$ cat src/rtl/mlm_pkg.sv
package mlm_pkg;
   localparam int PHY_AW     = 5;
   localparam int NUM_PHY    = 1 << PHY_AW;
   localparam int PRE_BITS   = 32;
   localparam int HDR_END    = PRE_BITS + 14;
   localparam int TA_LOW_BIT = HDR_END + 1;
   localparam int LAST_BIT   = 63;
   localparam int LINK_POS   = 2;
   localparam logic [4:0] STATUS_REG = 5'd1;

   localparam logic [1:0] RA_CTRL  = 2'd0;
   localparam logic [1:0] RA_ALIVE = 2'd1;
   localparam logic [1:0] RA_STAT  = 2'd2;
   localparam logic [1:0] RA_EVT   = 2'd3;

   typedef enum logic [1:0] {FE_IDLE, FE_ARM, FE_RUN} fe_st_t;
   typedef enum logic [1:0] {SQ_SCAN_GO, SQ_SCAN_WAIT, SQ_MON_GO, SQ_MON_WAIT} seq_st_t;
endpackage

$ cat src/rtl/mlm_mdc_gen.sv
module mlm_mdc_gen #(
   parameter int DIV_W = 8
) (
   input  logic             clk,
   input  logic             rst_n,
   input  logic [DIV_W-1:0] half,
   output logic             mdc,
   output logic             rise,
   output logic             fall
);
   logic [DIV_W-1:0] cnt_q;
   logic [DIV_W-1:0] lim;
   logic             tick;

   always_comb begin
      lim  = (half == '0) ? DIV_W'(1) : half;
      tick = (cnt_q >= lim - DIV_W'(1));
      rise = tick & ~mdc;
      fall = tick & mdc;
   end

   always_ff @(posedge clk or negedge rst_n) begin
      if (!rst_n) begin
         cnt_q <= '0;
         mdc   <= 1'b0;
      end else if (tick) begin
         cnt_q <= '0;
         mdc   <= ~mdc;
      end else begin
         cnt_q <= cnt_q + DIV_W'(1);
      end
   end
endmodule

$ cat src/rtl/mlm_frame_engine.sv
module mlm_frame_engine
   import mlm_pkg::*;
#(
   parameter int SYNC_STAGES = 2,
   parameter int PICK_BIT    = LINK_POS
) (
   input  logic                clk,
   input  logic                rst_n,
   input  logic                rise,
   input  logic                fall,
   input  logic                start,
   input  logic [PHY_AW-1:0]   phy,
   input  logic [4:0]          regad,
   input  logic                mdio_i,
   output logic                mdio_o,
   output logic                mdio_oe,
   output logic                done,
   output logic                present,
   output logic                pick
);
   localparam int SH_W = PICK_BIT + 1;

   if (PICK_BIT < 0 || PICK_BIT > 15) begin : g_bad_pick
      $error("PICK_BIT must select one of the 16 data bits");
   end

   logic din;
   if (SYNC_STAGES == 0) begin : g_nosync
      assign din = mdio_i;
   end else begin : g_sync
      logic [SYNC_STAGES-1:0] sr;
      always_ff @(posedge clk or negedge rst_n) begin
         if (!rst_n) sr <= '1;
         else        sr <= SYNC_STAGES'({sr, mdio_i});
      end
      assign din = sr[SYNC_STAGES-1];
   end

   fe_st_t          st;
   logic [5:0]      idx;
   logic [5:0]      nxt;
   logic [15:0]     hdr;
   logic [3:0]      hsel;
   logic            nbit;
   logic [SH_W-1:0] dsh;

   always_comb begin
      nxt  = idx + 6'd1;
      hsel = 4'(6'(HDR_END - 1) - nxt);
      if (nxt < 6'(PRE_BITS))     nbit = 1'b1;
      else if (nxt < 6'(HDR_END)) nbit = hdr[hsel];
      else                        nbit = 1'b1;
   end

   assign pick = dsh[SH_W-1];

   always_ff @(posedge clk or negedge rst_n) begin
      if (!rst_n) begin
         st      <= FE_IDLE;
         idx     <= '0;
         hdr     <= '0;
         dsh     <= '0;
         mdio_o  <= 1'b1;
         mdio_oe <= 1'b0;
         done    <= 1'b0;
         present <= 1'b0;
      end else begin
         done <= 1'b0;
         unique case (st)
            FE_IDLE: begin
               if (start) begin
                  hdr <= {2'b11, 2'b01, 2'b10, phy, regad};
                  st  <= FE_ARM;
               end
            end
            FE_ARM: begin
               if (fall) begin
                  idx     <= '0;
                  mdio_o  <= 1'b1;
                  mdio_oe <= 1'b1;
                  st      <= FE_RUN;
               end
            end
            FE_RUN: begin
               if (fall && idx != 6'(LAST_BIT)) begin
                  idx     <= nxt;
                  mdio_o  <= nbit;
                  mdio_oe <= (nxt < 6'(HDR_END));
               end
               if (rise) begin
                  if (idx == 6'(TA_LOW_BIT)) present <= ~din;
                  if (idx > 6'(TA_LOW_BIT))  dsh     <= SH_W'({dsh, din});
                  if (idx == 6'(LAST_BIT)) begin
                     done <= 1'b1;
                     st   <= FE_IDLE;
                  end
               end
            end
            default: st <= FE_IDLE;
         endcase
      end
   end
endmodule

$ cat src/rtl/mlm_poll_seq.sv
module mlm_poll_seq
   import mlm_pkg::*;
(
   input  logic               clk,
   input  logic               rst_n,
   input  logic               mon_en,
   input  logic [PHY_AW-1:0]  sel,
   input  logic               done,
   input  logic               present,
   input  logic               pick,
   input  logic [1:0]         evt_clr,
   output logic               start,
   output logic [PHY_AW-1:0]  phy,
   output logic [NUM_PHY-1:0] alive,
   output logic               scan_done,
   output logic               link,
   output logic [1:0]         evt
);
   seq_st_t           st;
   logic [PHY_AW-1:0] addr_q;
   logic [1:0]        evt_set;
   logic              new_link;

   always_comb begin
      start    = (st == SQ_SCAN_GO) || (st == SQ_MON_GO && mon_en);
      phy      = (st == SQ_SCAN_GO || st == SQ_SCAN_WAIT) ? addr_q : sel;
      new_link = present & pick;
      evt_set  = 2'b00;
      if (st == SQ_MON_WAIT && done && new_link != link)
         evt_set = new_link ? 2'b01 : 2'b10;
   end

   always_ff @(posedge clk or negedge rst_n) begin
      if (!rst_n) begin
         st        <= SQ_SCAN_GO;
         addr_q    <= '0;
         alive     <= '0;
         scan_done <= 1'b0;
         link      <= 1'b0;
         evt       <= 2'b00;
      end else begin
         evt <= (evt & ~evt_clr) | evt_set;
         unique case (st)
            SQ_SCAN_GO:  st <= SQ_SCAN_WAIT;
            SQ_SCAN_WAIT: begin
               if (done) begin
                  alive[addr_q] <= present;
                  if (addr_q == '1) begin
                     scan_done <= 1'b1;
                     st        <= SQ_MON_GO;
                  end else begin
                     addr_q <= addr_q + 1'b1;
                     st     <= SQ_SCAN_GO;
                  end
               end
            end
            SQ_MON_GO: begin
               if (mon_en) st <= SQ_MON_WAIT;
            end
            SQ_MON_WAIT: begin
               if (done) begin
                  link <= new_link;
                  st   <= SQ_MON_GO;
               end
            end
            default: st <= SQ_SCAN_GO;
         endcase
      end
   end
endmodule

$ cat src/rtl/mdio_link_monitor.sv
module mdio_link_monitor
   import mlm_pkg::*;
#(
   parameter int DIV_W       = 8,
   parameter int DEF_HALF    = 4,
   parameter int SYNC_STAGES = 2,
   localparam int CTRL_W     = DIV_W + 8,
   localparam int RD_W       = NUM_PHY
) (
   input  logic              clk,
   input  logic              rst_n,
   input  logic [1:0]        reg_addr,
   input  logic              reg_wr,
   input  logic [CTRL_W-1:0] reg_wdata,
   output logic [RD_W-1:0]   reg_rdata,
   output logic              mdc,
   output logic              mdio_o,
   output logic              mdio_oe,
   input  logic              mdio_i,
   output logic              irq
);
   if (DIV_W < 2 || DIV_W > 16) begin : g_bad_div
      $error("DIV_W must lie in 2..16");
   end
   if (DEF_HALF < 1 || DEF_HALF >= (1 << DIV_W)) begin : g_bad_half
      $error("DEF_HALF must fit the divider field and be nonzero");
   end
   if (SYNC_STAGES < 0 || SYNC_STAGES >= DEF_HALF) begin : g_bad_sync
      $error("SYNC_STAGES must be below DEF_HALF so the sample settles");
   end

   logic [CTRL_W-1:0]  ctrl_q;
   logic [PHY_AW-1:0]  sel;
   logic               mon_en;
   logic [1:0]         irq_en;
   logic [DIV_W-1:0]   half;
   logic [1:0]         evt_clr;

   logic               rise_w, fall_w, start_w, done_w, present_w, pick_w;
   logic [PHY_AW-1:0]  phy_w;
   logic [NUM_PHY-1:0] alive_w;
   logic               scan_done_w, link_w;
   logic [1:0]         evt_w;

   assign sel    = ctrl_q[4:0];
   assign mon_en = ctrl_q[5];
   assign irq_en = ctrl_q[7:6];
   assign half   = ctrl_q[CTRL_W-1:8];

   always_ff @(posedge clk or negedge rst_n) begin
      if (!rst_n)                            ctrl_q <= {DIV_W'(DEF_HALF), 8'h00};
      else if (reg_wr && reg_addr == RA_CTRL) ctrl_q <= reg_wdata;
   end

   assign evt_clr = (reg_wr && reg_addr == RA_EVT) ? reg_wdata[1:0] : 2'b00;

   always_comb begin
      unique case (reg_addr)
         RA_CTRL:  reg_rdata = RD_W'(ctrl_q);
         RA_ALIVE: reg_rdata = alive_w;
         RA_STAT:  reg_rdata = RD_W'({scan_done_w, link_w});
         default:  reg_rdata = RD_W'(evt_w);
      endcase
   end

   assign irq = |(evt_w & irq_en);

   mlm_mdc_gen #(.DIV_W(DIV_W)) u_mdc (
      .clk  (clk),
      .rst_n(rst_n),
      .half (half),
      .mdc  (mdc),
      .rise (rise_w),
      .fall (fall_w)
   );

   mlm_frame_engine #(.SYNC_STAGES(SYNC_STAGES), .PICK_BIT(LINK_POS)) u_fe (
      .clk    (clk),
      .rst_n  (rst_n),
      .rise   (rise_w),
      .fall   (fall_w),
      .start  (start_w),
      .phy    (phy_w),
      .regad  (STATUS_REG),
      .mdio_i (mdio_i),
      .mdio_o (mdio_o),
      .mdio_oe(mdio_oe),
      .done   (done_w),
      .present(present_w),
      .pick   (pick_w)
   );

   mlm_poll_seq u_seq (
      .clk      (clk),
      .rst_n    (rst_n),
      .mon_en   (mon_en),
      .sel      (sel),
      .done     (done_w),
      .present  (present_w),
      .pick     (pick_w),
      .evt_clr  (evt_clr),
      .start    (start_w),
      .phy      (phy_w),
      .alive    (alive_w),
      .scan_done(scan_done_w),
      .link     (link_w),
      .evt      (evt_w)
   );
endmodule

$ cat config.mk
export PLATFORM = sky130hd
export DESIGN_NAME = mdio_link_monitor
export DESIGN_NICKNAME = d
export VERILOG_FILES = /design/src/rtl/mlm_pkg.sv /design/src/rtl/mlm_mdc_gen.sv /design/src/rtl/mlm_frame_engine.sv /design/src/rtl/mlm_poll_seq.sv /design/src/rtl/mdio_link_monitor.sv
export SDC_FILE = /design/constraint.sdc
export NUM_CORES = 1
export LEC_CHECK = 0
export BUFFER_PORTS_ARGS = -buffer_cell sky130_fd_sc_hd__buf_2
export CORE_MARGIN = 8
export CORE_UTILIZATION = 58
export DETAILED_ROUTE_END_ITERATION = 10
export PLACE_DENSITY = 0.79
export SYNTH_ARGS = -nofsm -noshare
export SYNTH_HDL_FRONTEND = slang
export SYNTH_SLANG_ARGS = --single-unit
$ cat constraint.sdc
create_clock -name clk -period 3.8 [get_ports clk]
set_input_delay 0.57 -clock clk [delete_from_list [all_inputs] [get_ports clk]]
set_output_delay 0.57 -clock clk [all_outputs]
set_load 0.005 [all_outputs]
# Word-level counts from Yosys, hierarchy flattened
# Index checks and enable logic that the tools add are counted.
dict set report word_totals {
  register_bits 92
  inputBits 22
  out_inout_bits 36
}
dict set report classes {
  n_eq_ne 21
  bitwise_logic 10
  magnitude_cmp 7
  n_addsub 5
  muxes 35
  reduce_logical 25
}
# cell count
set ops {}
lappend ops {{32-bit one-hot mux with 3 select lines} 1}
lappend ops {{32-bit bitwise mux} 1}
lappend ops {{2-bit two-way mux} 11}
lappend ops {{3-bit AND reduction} 6}
lappend ops {{8-bit two-way mux} 2}
lappend ops {{6-bit equality test, second input constant} 2}
lappend ops {{6-bit less-than comparator, second input constant} 2}
lappend ops {{6-bit two-way mux} 2}
lappend ops {{6-bit one-hot mux with 2 select lines} 1}
lappend ops {{2-bit equality test, second input constant} 5}
lappend ops {{1-bit two-way mux} 10}
lappend ops {{2-bit != test, second input constant} 5}
lappend ops {{8-bit by 1-bit adder with 8-bit output, second input constant} 1}
lappend ops {{8-bit >= comparator} 1}
lappend ops {{8-bit logical NOT} 1}
lappend ops {{2-bit one-hot mux with 4 select lines} 1}
lappend ops {{8-bit by 1-bit subtractor with 8-bit output, second input constant} 1}
lappend ops {{1-bit logical AND} 7}
lappend ops {{6-bit by 1-bit adder with 6-bit output, second input constant} 1}
lappend ops {{2-bit by 1-bit equality test with 1-bit output, second input constant} 3}
lappend ops {{6-bit > comparator, second input constant} 1}
lappend ops {{2-bit logical NOT} 3}
lappend ops {{5-bit by 6-bit less-than comparator with 1-bit output, second input constant} 1}
lappend ops {{2-bit by 1-bit != test with 1-bit output, second input constant} 3}
lappend ops {{22 further kinds} 31}

# Longest topological paths before layout
dict set report depth {
  ltp_word 8
  depth_mapped 16
  ltp_nobuf 15
}

# Modules after synthesis
# From an unflattened synthesis, not the netlist that was laid out.
dict set report unflattened {
  hier_cells 470
  area_unflattened_um2 5303.8
}
# module area_per_inst_um2 cells_each seq_area_each_um2 n_inst
set by_module_without_submodules {}
lappend by_module_without_submodules {mlm_poll_seq 2082.0 174 1076.0 1}
lappend by_module_without_submodules {mlm_frame_engine 1478.9 132 704.4 1}
lappend by_module_without_submodules {mdio_link_monitor 1029.7 91 401.6 1}
lappend by_module_without_submodules {mlm_mdc_gen 713.2 73 225.2 1}

# Least setup slack after synthesis
# OpenSTA, ideal clock, no wires.
dict set report synth_timing {
  path_kind {register to register}
  startpoint {reg ctrl_q[11]}
  endpoint {reg u_fe.present}
  path_stages_with_launch 17
  t_required_ns 3.661
  setup_ns 0.139
  n_path_buf 1
  synth_period_minus_slack_ns 3.228
  slack_ns 0.572
  arrival_time_ns 3.089
  path_cell_list {dfrtp_1 -> nor4_1 -> nand2_1 -> o21ai_1 -> inv_1 -> ha_1 -> nand2_1 -> nor3_1 -> xnor2_1 -> ha_1 -> nand4_1 -> a21oi_2 -> a21o_1 -> buf_4 -> nand3b_4 -> or4_1 -> mux2i_1}
}
dict set report synth_between {
  elab_chain_len 6
}
# element line
set synth_rtl {}
lappend synth_rtl {{start, declared} mdio_link_monitor.sv:32} ;# logic [CTRL_W-1:0] ctrl_q;
lappend synth_rtl {{start signal, assigned} mdio_link_monitor.sv:51} ;# if (!rst_n) ctrl_q <= {DIV_W'(DEF_HALF), 8'h00};
lappend synth_rtl {{start signal, assigned} mdio_link_monitor.sv:52} ;# else if (reg_wr && reg_addr == RA_CTRL) ctrl_q <= reg_wdata;
lappend synth_rtl {{8-bit logical NOT} mlm_mdc_gen.sv:16} ;# lim = (half == '0) ? DIV_W'(1) : half;
lappend synth_rtl {{8-bit two-way mux *} mlm_mdc_gen.sv:16}
lappend synth_rtl {{8-bit by 1-bit subtractor with 8-bit output *} mlm_mdc_gen.sv:17} ;# tick = (cnt_q >= lim - DIV_W'(1));
lappend synth_rtl {{8-bit >= comparator *} mlm_mdc_gen.sv:17}
lappend synth_rtl {{1-bit bitwise AND *} mlm_mdc_gen.sv:18} ;# rise = tick & ~mdc;
lappend synth_rtl {{3-bit AND reduction (no source line) *} -}
lappend synth_rtl {{end signal, assigned} mlm_frame_engine.sv:91} ;# if (idx == 6'(TA_LOW_BIT)) present <= ~din;
lappend synth_rtl {{end, declared} mlm_frame_engine.sv:18} ;# output logic present,
# Every way passes the cells marked *; elsewhere a longest branch is shown, timed or not.
# A chain may end at the register's enable or synchronous reset.

# Worst setup path in the final report
dict set report layout_timing {
  startpoint {reg ctrl_q[11]}
  endpoint {reg u_fe.mdio_oe}
}
dict set report layout_between {
  elab_chain_len 8
  elab_cells_between_ends 9
}
# element line
set layout_rtl {}
lappend layout_rtl {{8-bit logical NOT} mlm_mdc_gen.sv:16}
lappend layout_rtl {{8-bit two-way mux *} mlm_mdc_gen.sv:16}
lappend layout_rtl {{8-bit by 1-bit subtractor with 8-bit output *} mlm_mdc_gen.sv:17}
lappend layout_rtl {{8-bit >= comparator *} mlm_mdc_gen.sv:17}
lappend layout_rtl {{1-bit bitwise AND *} mlm_mdc_gen.sv:19} ;# fall = tick & mdc;
lappend layout_rtl {{1-bit logical AND} mlm_frame_engine.sv:85} ;# if (fall && idx != 6'(LAST_BIT)) begin
lappend layout_rtl {{2-bit by 1-bit != test with 1-bit output (no source line)} -}
lappend layout_rtl {{3-bit AND reduction (no source line) *} -}
lappend layout_rtl {{end signal, assigned} mlm_frame_engine.sv:88} ;# mdio_oe <= (nxt < 6'(HDR_END));
lappend layout_rtl {{end, declared} mlm_frame_engine.sv:16} ;# output logic mdio_oe,
# Marked as above.

==> results.sh <==
export IMPL_synth_ff_type="dfrtp_1"
export IMPL_cts_buffer_depth=2
export IMPL_gp_congestion=0.8638
export IMPL_synth_xor_area_frac=0.03077
export IMPL_fp_coreArea_mm2=0.008134
export IMPL_critPathCaptureType="flip-flop"
export IMPL_grt_max_degree=80
export IMPL_num_io_pins=58
export IMPL_setup_tns_ps=0
export IMPL_reg2reg_to="u_fe.mdio_oe$_DFFE_PN0P_"
export IMPL_routed_wl_um=11000
export IMPL_rr_worst_depth=15
export IMPL_r2r_slack_ps=340
export IMPL_gr_total_overflow=0
export IMPL_max_freq_ghz=0.2890
export IMPL_required_ps=4050
export IMPL_root_buffer="clkbuf_8"
export IMPL_clock_skew_ps=14.69
export IMPL_crit_fanout=7
export IMPL_synth_adder_area_share=0.05377
export IMPL_grt_pass1_wl_um=18330
export IMPL_nets=570
export IMPL_n_antenna_cell=0
export IMPL_min_from="mdio_i"
export IMPL_grt_pass1_vias=3741
export IMPL_drive_gt1_frac=0.2083
export IMPL_num_vias=3672
export IMPL_yosys_cell_types_count=56
export IMPL_post_synth_cell_area_avg_um2=10.10
export IMPL_rr_startpoint="ctrl_q[11]$_DFFE_PN0P_"
export IMPL_synth_top_family_by_area="simple AND/OR/NAND/NOR gates"
export IMPL_netlist_instances=479
export IMPL_rsz0062_at_grt="no"
export IMPL_cts_sinks=91
export IMPL_synth_edf_count=0
export IMPL_drtIter0Drc=174
export IMPL_power_density_mw_per_mm2=439.9
export IMPL_start_kind="flip-flop"
export IMPL_min_path_cells=1
export IMPL_antenna_found_initial=0
export IMPL_die_width_um=107.3
export IMPL_io_buffer_count=57
export IMPL_synthToLayoutAreaGrowth_pct=12.31
export IMPL_fin_crit_ps=3460
export IMPL_ant_nets=0
export IMPL_fin_util=0.6682
export IMPL_synth_seq_area_share=0.4716
export IMPL_dieArea_mm2=0.01152
export IMPL_cts_tree="yes"
export IMPL_ys_warnings_count=0
export IMPL_drtPass1Iterations=4
export IMPL_tightestPinTransition_ps=992.4
export IMPL_wl_per_cell_um=17.23
export IMPL_min_period_over_period=0.9106
export IMPL_dp_hpwl_um=7970
export IMPL_max_cap_viol_count=0
export IMPL_ir_drop_mv=0.2830
export IMPL_cts_made_buffers=9
export IMPL_drv_slew=0
export IMPL_worstSetupStartpoint="ctrl_q[11]$_DFFE_PN0P_"
export IMPL_synthSimpleGateAreaFrac=0.1766
export IMPL_netlist_area_mm2=0.004840
export IMPL_hold_viol_final=0
export IMPL_synth_area_leader_cell="dfrtp_1"
export IMPL_synth_top_area_share=0.4498
export IMPL_status="finished clean"
export IMPL_slew_headroom=0.3384
export IMPL_viasPerCell=5.755
export IMPL_synth_seq_cells=91
export IMPL_synthMuxAreaShare=0.1055
export IMPL_worstPathArrival_ps=3710
export IMPL_path_clk_slew_ps=90
export IMPL_yosysMostFrequentCell="dfrtp_1"
export IMPL_synth_compound_area_share=0.1308
export IMPL_clock_latency_ps=370
export IMPL_synth_common_cells="87 x dfrtp_1, 62 x nand2_1, 31 x nor2_1, 31 x o21ai_0, 22 x and2_1"
export IMPL_setup_viol=0
export IMPL_htree_num_levels=3
export IMPL_leakage_nw=2.570
export IMPL_hold_end="u_fe.g_sync.sr[0]$_DFF_PN1_"
export IMPL_hp_class="in -> reg"
export IMPL_initial_core_util=0.5950
export IMPL_crit_type="reg -> reg"
export IMPL_synthArstFlopShare=1.000
export IMPL_synthTopCellsByArea="dfrtp_1 45%, ha_1 5.2%, nand2_1 4.8%, mux2i_1 4.3%, mux2_2 3.7%"
export IMPL_die_h_um=107.3
export IMPL_rows=33
export IMPL_synth_fp_nets=521
export IMPL_drc=0
export IMPL_postCtsSetupBuffers=0
export IMPL_track_usage=0.1983
## how the worst max path moves through the flow
stage	to	slack, ps	cells after the start
3_5_place_dp	u_fe.present$_DFFE_PN0P_	250	15
5_1_grt	u_fe.present$_DFFE_PN0P_	40	15
2_1_floorplan	u_fe.present$_DFFE_PN0P_	570	16
3_3_place_gp	u_fe.present$_DFFE_PN0P_	450	15
6_report	u_fe.mdio_oe$_DFFE_PN0P_	340	15
4_1_cts	u_fe.present$_DFFE_PN0P_	230	15
## power breakdown
part	internal [mW]	switching [mW]
clock network	0.409	0.355
registers	1.05	0.102
logic	0.226	0.246
total	1.69	0.703
## flip-flops by register name, indices dropped and copies added (netlist names)
| signal | cells |
|---|---|
| u_mdc.mdc | 1 |
| u_fe.idx | 6 |
| u_seq.link | 1 |
| ctrl_q | 16 |
| u_seq.scan_done | 1 |
| u_fe.done | 1 |
| u_fe.g_sync.sr | 2 |
| u_fe.mdio_o | 1 |
| u_fe.hdr | 6 |
| u_seq.addr_q | 5 |
| u_fe.st | 2 |
| u_fe.mdio_oe | 1 |
| u_seq.st | 2 |
| u_seq.evt | 2 |
| u_seq.alive | 32 |
| u_fe.present | 1 |
| u_fe.dsh | 3 |
| u_mdc.cnt_q | 8 |
## per-layer routing
| layer | vias up | share of wire | track usage |
|---|---|---|---|
| li1 | 1768 | - | - |
| met1 | 1790 | 0.45 | 0.2565 |
| met2 | 94 | 0.47 | 0.3133 |
| met3 | 20 | 0.054 | 0.04671 |
| met4 | 0 | 0.023 | 0.08127 |
| met5 | - | 0 | 0 |
## worst max-delay path, stage by stage, from the launching register on
cell,delay [ps]
dfrtp_1,450
nor4_2,380
nand2_1,110
o21ai_1,180
inv_1,100
ha_1,220
nand2_1,100
nor3_1,60
xnor2_1,140
ha_1,300
nand4_1,120
a21oi_2,200
a21oi_4,100
a211oi_2,410
o21ai_4,160
mux2_4,310
## area by class of cell
type | instances | area (µm²)
clock inverter | 5 | 85.08
timing repair buffer | 60 | 310.3
multi-input combinational | 351 | 2419
sequential | 91 | 2282
fill | 672 | 2699
tap | 105 | 131.4
inverter | 15 | 56.30
clock buffer | 11 | 151.4
## cells in the final DEF, fill, tap and decap left out, drive strengths merged, types with 2 or more instances in the layout
master / n
nand4: 5
dfstp: 4
a22o: 2
o211ai: 3
bufinv: 2
a211oi: 2
nand3: 15
nor3b: 6
buf: 60
clkinv: 2
a21oi: 10
nand2b: 4
nand2: 62
ha: 20
nand3b: 6
nor3: 4
inv: 15
xor2: 7
mux2: 22
a21o: 6
o21ai: 47
nor2b: 4
xnor2: 10
clkbuf: 11
mux2i: 21
mux4: 2
and2: 22
or2: 2
and3: 4
nor4: 2
dfrtp: 87
nor2: 32
o31ai: 20
## per-stage QoR
step / hold WS [ps] / instances / cell area, µm² / worst slack, ps / power, mW
6_report: 304.8 / 638 / 5435 / 339.6 / 2.391
4_1_cts: 292.2 / 638 / 5429 / 233.7 / 2.406
3_5_place_dp: 349.0 / 622 / 5192 / 250.9 / 1.641
2_1_floorplan: 274.4 / 479 / 4840 / 572.4 / 1.484
5_1_grt: 288.2 / 638 / 5435 / 40.35 / 2.516
3_3_place_gp: 347.5 / 622 / 5192 / 452.4 / 1.620
## what timing repair did
item,4_1_cts,5_1_grt
setup endpoints to repair,0,3
resized for setup,0,1
hold endpoints to repair,0,0
hold buffers,0,0
## cell families (layout without fill, tap and decap cells)
family	count (synthesis)	count (layout)
AO/OA/AOI/OAI	98	98
flip-flops	91	91
multiplexers	45	45
XOR/XNOR	17	17
AND/OR/NAND/NOR	170	170
adder cells (fa/ha/maj)	21	21
buffers and inverters	37	91
Note: power is estimated with default switching activity, not from simulation.
